<file path="config.mk">
export PLATFORM = sky130hd
export DESIGN_NAME = irq_redirect_unit
export DESIGN_NICKNAME = d
export VERILOG_FILES = /design/src/rtl/irq_redir_pkg.sv /design/src/rtl/irq_redir_decode.sv /design/src/rtl/irq_redir_regs.sv /design/src/rtl/irq_redir_pend.sv /design/src/rtl/irq_redirect_unit.sv
export SDC_FILE = /design/constraint.sdc
export NUM_CORES = 2
export LEC_CHECK = 0
export ABC_AREA = 1
export BUFFER_PORTS_ARGS = -buffer_cell sky130_fd_sc_hd__clkbuf_2
export CELL_PAD_IN_SITES_DETAIL_PLACEMENT = 0
export CELL_PAD_IN_SITES_GLOBAL_PLACEMENT = 1
export CORE_ASPECT_RATIO = 1.4
export CORE_UTILIZATION = 40
export CTS_BUF_LIST = sky130_fd_sc_hd__clkbuf_16
export DETAILED_ROUTE_END_ITERATION = 10
export PLACE_DENSITY_LB_ADDON = 0.1
export SLEW_MARGIN = 25
export SYNTH_ARGS = -nofsm -noshare
export SYNTH_HDL_FRONTEND = slang
export SYNTH_SLANG_ARGS = --single-unit
</file>
<file path="constraint.sdc">
create_clock -name clk -period 4.8 [get_ports clk]
set_input_delay 0.48 -clock clk [delete_from_list [all_inputs] [get_ports clk]]
set_output_delay 0.48 -clock clk [all_outputs]
set_load 0.05 [all_outputs]
</file>
<file path="src/rtl/irq_redir_pkg.sv">
package irq_redir_pkg;
   localparam int REG_W     = 32;
   localparam int VEC_W     = 8;
   localparam int BIT_DSTAT = 12;
   localparam int BIT_RIRR  = 14;
   localparam int BIT_MASK  = 16;
   localparam logic [REG_W-1:0] LO_KEEP = (REG_W'(1) << BIT_DSTAT) | (REG_W'(1) << BIT_RIRR);
   localparam logic [REG_W-1:0] LO_RESET = REG_W'(1) << BIT_MASK;

   typedef enum logic [2:0] {
      SEL_NONE,
      SEL_ID,
      SEL_VER,
      SEL_ARB,
      SEL_LO,
      SEL_HI
   } win_sel_e;
endpackage

</file>
<file path="src/rtl/irq_redir_decode.sv">
module irq_redir_decode
   import irq_redir_pkg::*;
#(
   parameter int NUM_LINES = 24,
   parameter logic [7:0] TBL_BASE = 8'h10,
   localparam int ENT_W = (NUM_LINES > 1) ? $clog2(NUM_LINES) : 1
) (
   input  logic [7:0]       sel_idx,
   output win_sel_e         win_sel,
   output logic [ENT_W-1:0] win_ent
);
   logic [7:0] rel;

   always_comb begin
      rel     = sel_idx - TBL_BASE;
      win_sel = SEL_NONE;
      win_ent = '0;
      case (sel_idx)
         8'h00: win_sel = SEL_ID;
         8'h01: win_sel = SEL_VER;
         8'h02: win_sel = SEL_ARB;
         default: begin
            if (sel_idx >= TBL_BASE && {1'b0, rel[7:1]} < 8'(NUM_LINES)) begin
               win_sel = rel[0] ? SEL_HI : SEL_LO;
               win_ent = ENT_W'(rel[7:1]);
            end
         end
      endcase
   end
endmodule

</file>
<file path="src/rtl/irq_redir_regs.sv">
module irq_redir_regs
   import irq_redir_pkg::*;
#(
   parameter int NUM_LINES = 24,
   parameter int ADDR_W = 5,
   parameter logic [ADDR_W-1:0] WIN_OFS = 5'h10,
   parameter logic [7:0] TBL_BASE = 8'h10,
   parameter logic [7:0] VERSION = 8'h11,
   localparam int ENT_W = (NUM_LINES > 1) ? $clog2(NUM_LINES) : 1
) (
   input  logic                       clk,
   input  logic                       rst_n,
   input  logic [ADDR_W-1:0]          reg_addr,
   input  logic                       reg_wr,
   input  logic [REG_W-1:0]           reg_wdata,
   output logic [REG_W-1:0]           reg_rdata,
   input  logic [NUM_LINES-1:0]       line_busy,
   output logic [NUM_LINES-1:0]       line_mask,
   output logic [NUM_LINES*VEC_W-1:0] line_vec
);
   logic [7:0]       index_q;
   logic [3:0]       id_q;
   logic [3:0]       arb_q;
   logic [REG_W-1:0] lo_q [NUM_LINES];
   logic [REG_W-1:0] hi_q [NUM_LINES];
   win_sel_e         win_sel;
   logic [ENT_W-1:0] win_ent;
   logic             at_index;
   logic             at_window;
   logic             wr_win;

   irq_redir_decode #(
      .NUM_LINES (NUM_LINES),
      .TBL_BASE  (TBL_BASE)
   ) u_decode (
      .sel_idx (index_q),
      .win_sel (win_sel),
      .win_ent (win_ent)
   );

   assign at_index  = (reg_addr == '0);
   assign at_window = (reg_addr == WIN_OFS);
   assign wr_win    = reg_wr && at_window;

   always_ff @(posedge clk) begin
      if (!rst_n) begin
         index_q <= '0;
         id_q    <= '0;
         arb_q   <= '0;
         for (int i = 0; i < NUM_LINES; i++) begin
            lo_q[i] <= LO_RESET;
            hi_q[i] <= '0;
         end
      end else begin
         if (reg_wr && at_index) index_q <= reg_wdata[7:0];
         if (wr_win) begin
            case (win_sel)
               SEL_ID:  id_q  <= reg_wdata[27:24];
               SEL_ARB: arb_q <= reg_wdata[27:24];
               SEL_LO:  lo_q[win_ent] <= (reg_wdata & ~LO_KEEP) | (lo_q[win_ent] & LO_KEEP);
               SEL_HI:  hi_q[win_ent] <= reg_wdata;
               default: ;
            endcase
         end
      end
   end

   always_comb begin
      reg_rdata = '0;
      if (at_index) begin
         reg_rdata = {24'b0, index_q};
      end else if (at_window) begin
         case (win_sel)
            SEL_ID:  reg_rdata = {4'b0, id_q, 24'b0};
            SEL_VER: reg_rdata = {8'b0, 8'(NUM_LINES - 1), 8'b0, VERSION};
            SEL_ARB: reg_rdata = {4'b0, arb_q, 24'b0};
            SEL_LO:  reg_rdata = (lo_q[win_ent] & ~(REG_W'(1) << BIT_DSTAT))
                               | (REG_W'(line_busy[win_ent]) << BIT_DSTAT);
            SEL_HI:  reg_rdata = hi_q[win_ent];
            default: reg_rdata = '0;
         endcase
      end
   end

   for (genvar g = 0; g < NUM_LINES; g++) begin : g_out
      assign line_vec[g*VEC_W +: VEC_W] = lo_q[g][VEC_W-1:0];
      assign line_mask[g] = lo_q[g][BIT_MASK];
   end

   p_index_low8_r1: assert property (@(posedge clk) disable iff (!rst_n)
      (reg_wr && at_index) |=> (index_q == $past(reg_wdata[7:0])))
      else $error("R1 select register did not capture low byte");

   p_ver_ro_r3: assert property (@(posedge clk) disable iff (!rst_n)
      (wr_win && win_sel == SEL_VER) |=> ($stable(id_q) && $stable(arb_q) && $stable(index_q)))
      else $error("R3 version write disturbed a register");
endmodule

</file>
<file path="src/rtl/irq_redir_pend.sv">
module irq_redir_pend
   import irq_redir_pkg::*;
#(
   parameter int NUM_LINES = 24,
   parameter int SYNC_STAGES = 0,
   localparam int ENT_W = (NUM_LINES > 1) ? $clog2(NUM_LINES) : 1
) (
   input  logic                       clk,
   input  logic                       rst_n,
   input  logic [NUM_LINES-1:0]       irq_in,
   input  logic [NUM_LINES-1:0]       line_mask,
   input  logic [NUM_LINES*VEC_W-1:0] line_vec,
   output logic [NUM_LINES-1:0]       line_busy,
   output logic                       vec_valid,
   input  logic                       vec_ready,
   output logic [VEC_W-1:0]           vec_data
);
   logic [NUM_LINES-1:0] irq_s;
   logic [NUM_LINES-1:0] irq_q;
   logic [NUM_LINES-1:0] pend_q;
   logic [NUM_LINES-1:0] rise;
   logic [NUM_LINES-1:0] take;
   logic [NUM_LINES-1:0] grant;
   logic [NUM_LINES-1:0] out_hot;
   logic [ENT_W-1:0]     grant_line;
   logic [ENT_W-1:0]     out_line_q;
   logic                 out_valid_q;
   logic [VEC_W-1:0]     out_data_q;
   logic                 load;

   if (SYNC_STAGES == 0) begin : g_direct
      assign irq_s = irq_in;
   end else begin : g_sync
      logic [NUM_LINES-1:0] stg_q [SYNC_STAGES];
      always_ff @(posedge clk) begin
         if (!rst_n) begin
            for (int s = 0; s < SYNC_STAGES; s++) stg_q[s] <= '0;
         end else begin
            stg_q[0] <= irq_in;
            for (int s = 1; s < SYNC_STAGES; s++) stg_q[s] <= stg_q[s-1];
         end
      end
      assign irq_s = stg_q[SYNC_STAGES-1];
   end

   assign rise  = irq_s & ~irq_q;
   assign take  = rise & ~line_mask;
   assign grant = pend_q & (~pend_q + NUM_LINES'(1));
   assign load  = (|pend_q) && (!out_valid_q || vec_ready);

   always_comb begin
      grant_line = '0;
      for (int i = NUM_LINES - 1; i >= 0; i--) begin
         if (grant[i]) grant_line = ENT_W'(i);
      end
   end

   always_ff @(posedge clk) begin
      if (!rst_n) begin
         irq_q       <= '0;
         pend_q      <= '0;
         out_valid_q <= 1'b0;
         out_data_q  <= '0;
         out_line_q  <= '0;
      end else begin
         irq_q  <= irq_s;
         pend_q <= (pend_q & ~(load ? grant : '0)) | take;
         if (load) begin
            out_valid_q <= 1'b1;
            out_data_q  <= line_vec[32'(grant_line)*VEC_W +: VEC_W];
            out_line_q  <= grant_line;
         end else if (vec_ready) begin
            out_valid_q <= 1'b0;
         end
      end
   end

   assign out_hot   = out_valid_q ? (NUM_LINES'(1) << out_line_q) : '0;
   assign line_busy = pend_q | out_hot;
   assign vec_valid = out_valid_q;
   assign vec_data  = out_data_q;

   p_stall_hold_r11: assert property (@(posedge clk) disable iff (!rst_n)
      (vec_valid && !vec_ready) |=> (vec_valid && $stable(vec_data)))
      else $error("R11 offered vector changed while stalled");

   p_grant_onehot_r11: assert property (@(posedge clk) disable iff (!rst_n)
      $onehot0(grant))
      else $error("R11 more than one line granted");

   for (genvar g = 0; g < NUM_LINES; g++) begin : g_chk
      p_masked_drop_r10: assert property (@(posedge clk) disable iff (!rst_n)
         (rise[g] && line_mask[g] && !pend_q[g]) |=> !pend_q[g])
         else $error("R10 masked edge became pending");
      p_edge_pend_r9: assert property (@(posedge clk) disable iff (!rst_n)
         take[g] |=> pend_q[g])
         else $error("R9 unmasked edge not recorded");
   end
endmodule

</file>
<file path="src/rtl/irq_redirect_unit.sv">
module irq_redirect_unit
   import irq_redir_pkg::*;
#(
   parameter int NUM_LINES = 24,
   parameter int ADDR_W = 5,
   parameter logic [ADDR_W-1:0] WIN_OFS = 5'h10,
   parameter logic [7:0] TBL_BASE = 8'h10,
   parameter logic [7:0] VERSION = 8'h11,
   parameter int SYNC_STAGES = 0
) (
   input  logic                 clk,
   input  logic                 rst_n,
   input  logic [ADDR_W-1:0]    reg_addr,
   input  logic                 reg_wr,
   input  logic [31:0]          reg_wdata,
   output logic [31:0]          reg_rdata,
   input  logic [NUM_LINES-1:0] irq_in,
   output logic                 vec_valid,
   input  logic                 vec_ready,
   output logic [7:0]           vec_data
);
   localparam int TBL_SPAN = 2 * NUM_LINES;

   if (NUM_LINES < 1 || 32'(TBL_BASE) + TBL_SPAN > 256) begin : g_bad_lines
      $error("NUM_LINES does not fit in the 8-bit select space");
   end
   if (TBL_BASE < 8'h03) begin : g_bad_base
      $error("TBL_BASE overlaps the fixed registers");
   end
   if (WIN_OFS == '0) begin : g_bad_win
      $error("WIN_OFS must differ from the select offset");
   end
   if (SYNC_STAGES < 0) begin : g_bad_sync
      $error("SYNC_STAGES must not be negative");
   end

   logic [NUM_LINES-1:0]       line_busy;
   logic [NUM_LINES-1:0]       line_mask;
   logic [NUM_LINES*VEC_W-1:0] line_vec;

   irq_redir_regs #(
      .NUM_LINES (NUM_LINES),
      .ADDR_W    (ADDR_W),
      .WIN_OFS   (WIN_OFS),
      .TBL_BASE  (TBL_BASE),
      .VERSION   (VERSION)
   ) u_regs (
      .clk       (clk),
      .rst_n     (rst_n),
      .reg_addr  (reg_addr),
      .reg_wr    (reg_wr),
      .reg_wdata (reg_wdata),
      .reg_rdata (reg_rdata),
      .line_busy (line_busy),
      .line_mask (line_mask),
      .line_vec  (line_vec)
   );

   irq_redir_pend #(
      .NUM_LINES   (NUM_LINES),
      .SYNC_STAGES (SYNC_STAGES)
   ) u_pend (
      .clk       (clk),
      .rst_n     (rst_n),
      .irq_in    (irq_in),
      .line_mask (line_mask),
      .line_vec  (line_vec),
      .line_busy (line_busy),
      .vec_valid (vec_valid),
      .vec_ready (vec_ready),
      .vec_data  (vec_data)
   );
endmodule

</file>
==> results.md <==
- Final setup viols: 2
- Hold worst-path end: u_regs.hi_q[30][29]
- CTS Buf Count: 214
- Max-cap violation count: 0
- Slew @ Worst Pin: 1.05 ns
- Fillcell total: 19200
- Via total after detailed routing: 64400
- Synthesis-to-layout area growth: 19.1%
- Buf/Inv on CP: 5
- Multi-input gate area: 21700 sq um
- Max stage delay on crit path: 0.36 ns
- F_max: 0.205 GHz
- Total power: 39800 uW
- Compound-Gate Fraction of Synth Area: 11.4%
- Seq pwr share: 52.2%
- Leakage: 0.0369 uW
- H-tree levels: 4
- Clock Skew: 0.0536 ns
- WHS Path Cells: 1
- XOR/XNOR share of the synthesized area: 0%
- Die Y: 552 microns
- Maximum VDD drop: 0.272 mV
- RSZ-0062 raised after global routing: true
- Clock Pin Slew Worst Setup and Hold Paths: 0.06 ns
- Routed Antenna Nets: 0
- Storage element area: 62100 sq um
- M1 GR Usage: 39.9%
- Flops & latches, synth: 2094
- Fin Setup TNS: -0.0846 ns
- HP Class: in2reg
- PwrDens: 386 nW/um^2
- Synth Net Count: 7394
- Clock network fraction of total power: 41.7%
- DR vias/cell: 6.07
- WL/cell: 33.7 microns
- Worst-Skew Late Latency: 0.90 ns
- CTS tree: yes
- Outcome: finished with violations
- GRT Total Usage: 31.7%
- Multiplexer share of the synthesized area: 0%
- Buffers on Ports: 105
- Die width: 395 microns
- CP Capture Type: output port
- Fin. Hold Viols: 0
- Rows: 201
- Largest family of logic cells by synthesized area: simple AND/OR/NAND/NOR gates
- Met3 GRT Util: 4.87%
- Post-route cell area: 103000 sq um
- Psw: 9370 uW
- Ratio of final minimum period to clock period: 102%
- CP delay by family, top: simple AND/OR/NAND/NOR gates
- DR pass1 iterations: 6
- Setup ws final: -0.0747 ns
- Final net count: 7658
- Adder-Cell Fraction of Synth Area: 0.0289%
- Mapped Cells: 7327
- P_int: 30400 uW
- DRC viols: 0
- WP data required: 4.32 ns
- Met2 Use GR: 53.9%
- Startpoint types: flop
- Final Util: 48.0%
- Initial drt markers: 7990
- Failing checks: setup timing
- Largest net degree at the start of global routing: 99
- GR peak layer: met2
- Mapped Area: 86500 sq um
- Main synth FF type: edfxtp_1
- WP data arrival: 4.39 ns
- Initial core utilization: 40.3%
- Number of synthesized flops with an enable pin: 2016
- Fraction of layout cells with a size suffix above 1: 16.1%
- Final GP Congestion: 0.907
- Mean Syn Cell Area: 11.8 sq um
- Root Driver: clkbuf_16
- Sw Share: 23.6%
- CTS Buffer Depth: 4
- Hold wc startpoint: reg_wdata[29]
- CP max FO: 9
- Sequential share of the synthesized area: 71.8%
- Placed inst area: 93500 sq um
- CP Cell Sequence: inv_4 -> ha_4 -> o21ai_2 -> nand2_2 -> nand2_8 -> nor2_4 -> nand2_8 -> bufbuf_16 -> buf_4 -> o22ai_1 -> o21ai_1 -> nand4_1 -> nor2_1 -> nand4_1 -> a21oi_2 -> buf_6 -> buf_12
- Initial antenna violation count: 12
- Kind of critical path: reg2out
- Share of synthesized flip-flops with an asynchronous set or reset: 0%
- Dpl hpwl: 215000 microns
- Commonest non-fill, non-tap cell in the layout: edfxtp_1
- Clk sinks: 2094
- Total grt overflow: 0
- Total Die Area: 218000 sq um
- Shortest period the worst path allows: 4.87 ns
- Netlist cell types: 53
- Simple-gate share of the synthesized area: 12.5%
- Part of the power in combinational logic: 6.1%
- Commonest cells after routing, fill and taps aside: 2016 x edfxtp_1, 1643 x nor2_1, 884 x o22ai_1, 395 x buf_4, 378 x nand2_1
- RR Startpoint: u_regs.index_q[4]
- Yosys warnings: 0
- FF-to-FF End: u_regs.hi_q[13][17]
- Max Slew Vio Count: 0
- Detailed-route wire length: 357000 microns
- R2R Setup Slk: 0.78 ns
- Reg2reg path depth: 17
- I/O pin cnt: 106
- Slowest cell on crit path: dfxtp_2
- First-pass GRT wire length: 490000 microns
- Max_slew headroom: 29.5%
- Core area: 215000 sq um
- Vias in the first global route: 62100
[final cells by class]
class / instances / share of cell area, %
clock inverter: 175 / 1.31
inverter: 297 / 1.10
timing repair buffer: 702 / 7.60
multi-input combinational: 4282 / 21.0
tap: 2842 / 3.45
sequential: 2094 / 60.3
antenna: 2 / 0.00486
clock buffer: 216 / 5.24
[cells in the mapped netlist, types with 2 or more instances]
| master | number | share of area (%) |
|---|---|---|
| o21ai_0 | 454 | 2.6 |
| nand2_2 | 3 | 0.022 |
| dfxtp_1 | 78 | 1.8 |
| o221ai_1 | 22 | 0.22 |
| a21oi_1 | 102 | 0.59 |
| buf_2 | 129 | 0.75 |
| nor2_2 | 10 | 0.072 |
| nor2_4 | 2 | 0.026 |
| nor2_1 | 1668 | 7.2 |
| o211ai_1 | 7 | 0.061 |
| o21a_1 | 2 | 0.017 |
| buf_1 | 72 | 0.31 |
| inv_1 | 280 | 1.2 |
| and3_1 | 11 | 0.080 |
| o21ai_1 | 35 | 0.20 |
| ha_1 | 2 | 0.029 |
| a221oi_1 | 10 | 0.10 |
| nand4_1 | 89 | 0.64 |
| a22o_1 | 7 | 0.071 |
| nand3_1 | 303 | 1.8 |
| a211oi_1 | 4 | 0.035 |
| clkbuf_1 | 450 | 2.0 |
| inv_2 | 17 | 0.074 |
| o311ai_1 | 4 | 0.040 |
| o2111ai_1 | 7 | 0.071 |
| o41ai_1 | 4 | 0.040 |
| o22a_1 | 10 | 0.10 |
| a22oi_1 | 60 | 0.52 |
| nand2_1 | 460 | 2.0 |
| nor4_1 | 10 | 0.072 |
| clkbuf_2 | 2 | 0.012 |
| buf_4 | 2 | 0.017 |
| edfxtp_1 | 2016 | 70 |
| o22ai_1 | 893 | 6.5 |
| o31ai_1 | 14 | 0.12 |
| nand3b_1 | 28 | 0.24 |
| nor3_1 | 44 | 0.25 |
[worst max path at each step]
stage / startpoint / endpoint / slack [ns] / cells after the start
after floorplan: u_regs.index_q[4] / u_regs.hi_q[28][0] / 0.10 / 11
after global placement: u_regs.index_q[4] / reg_rdata[7] / -0.09 / 17
after detailed placement: u_regs.index_q[4] / reg_rdata[7] / 0.007 / 17
after CTS: u_regs.index_q[5] / reg_rdata[28] / 0.001 / 18
after global routing: u_regs.index_q[4] / reg_rdata[19] / -0.08 / 17
final: u_regs.index_q[4] / reg_rdata[19] / -0.07 / 17
[worst register-to-register path, stage by stage (launching register included)]
cell	delay (ns)
dfxtp_2	0.36
inv_4	0.06
ha_4	0.17
a21oi_4	0.12
and2_4	0.19
nand2_8	0.09
nor2_4	0.16
inv_4	0.09
nor2_1	0.14
inv_2	0.11
nor2_4	0.20
buf_12	0.22
inv_1	0.11
buf_4	0.17
nor2_1	0.62
nand2_2	0.23
nand2_2	0.14
buf_4	0.41
[metrics by stage]
| step | cells | setup WS, ns | hold WS [ns] |
|---|---|---|---|
| finish | 10600 | -0.0747 | 0.0889 |
| global route | 10600 | -0.0836 | 0.0826 |
| CTS | 10600 | 0.00131 | 0.0327 |
| detailed placement | 10100 | 0.00719 | 0.467 |
| global placement | 10100 | -0.0895 | 0.474 |
| floorplan | 7327 | 0.102 | 0.461 |
[power by group through the flow]
stage	clock [uW]	combinational [uW]	sequential, uW
after floorplan	0	1180	21200
after global placement	0	2360	21100
after detailed placement	0	2370	21200
after CTS	16700	2400	20800
after global routing	17400	2540	20800
final	16600	2420	20800
[what timing repair did]
item | 4_1_cts | 5_1_grt
hold endpoints to repair | 65 | 0
endpoints found under the setup margin | 32 | 32
hold buffers | 27 | 0
gates cloned | 22 | 11
pin swaps | 42 | 75
setup buffers | 47 | 34
resized for setup | 179 | 185
[metal layers]
metal / routed length (microns) / vias to the layer above / share of wire (%)
met5: 77 / - / 0.022
met4: 17200 / 12 / 4.8
met3: 28000 / 707 / 7.9
met2: 176000 / 3301 / 49
met1: 135000 / 33000 / 38
li1: - / 27300 / -
[state kept, by name, summed over array words and instances (netlist names)]
register           count
u_pend.irq_q          24
u_pend.out_line_q      5
u_pend.pend_q         24
u_pend.vec_data        8
u_pend.vec_valid       1
u_regs.arb_q           4
u_regs.hi_q         1024
u_regs.id_q            4
u_regs.index_q         8
u_regs.lo_q          992
[cells by family (layout without fill, tap and decap cells)]
kind of cell / after synthesis / in the layout
buffers and inverters: 952 / 1390
adder cells (fa/ha/maj): 2 / 2
AO/OA/AOI/OAI: 1643 / 1643
flip-flops: 2094 / 2094
AND/OR/NAND/NOR: 2636 / 2637
other: 0 / 2
Note: power is estimated with default switching activity, not from simulation.
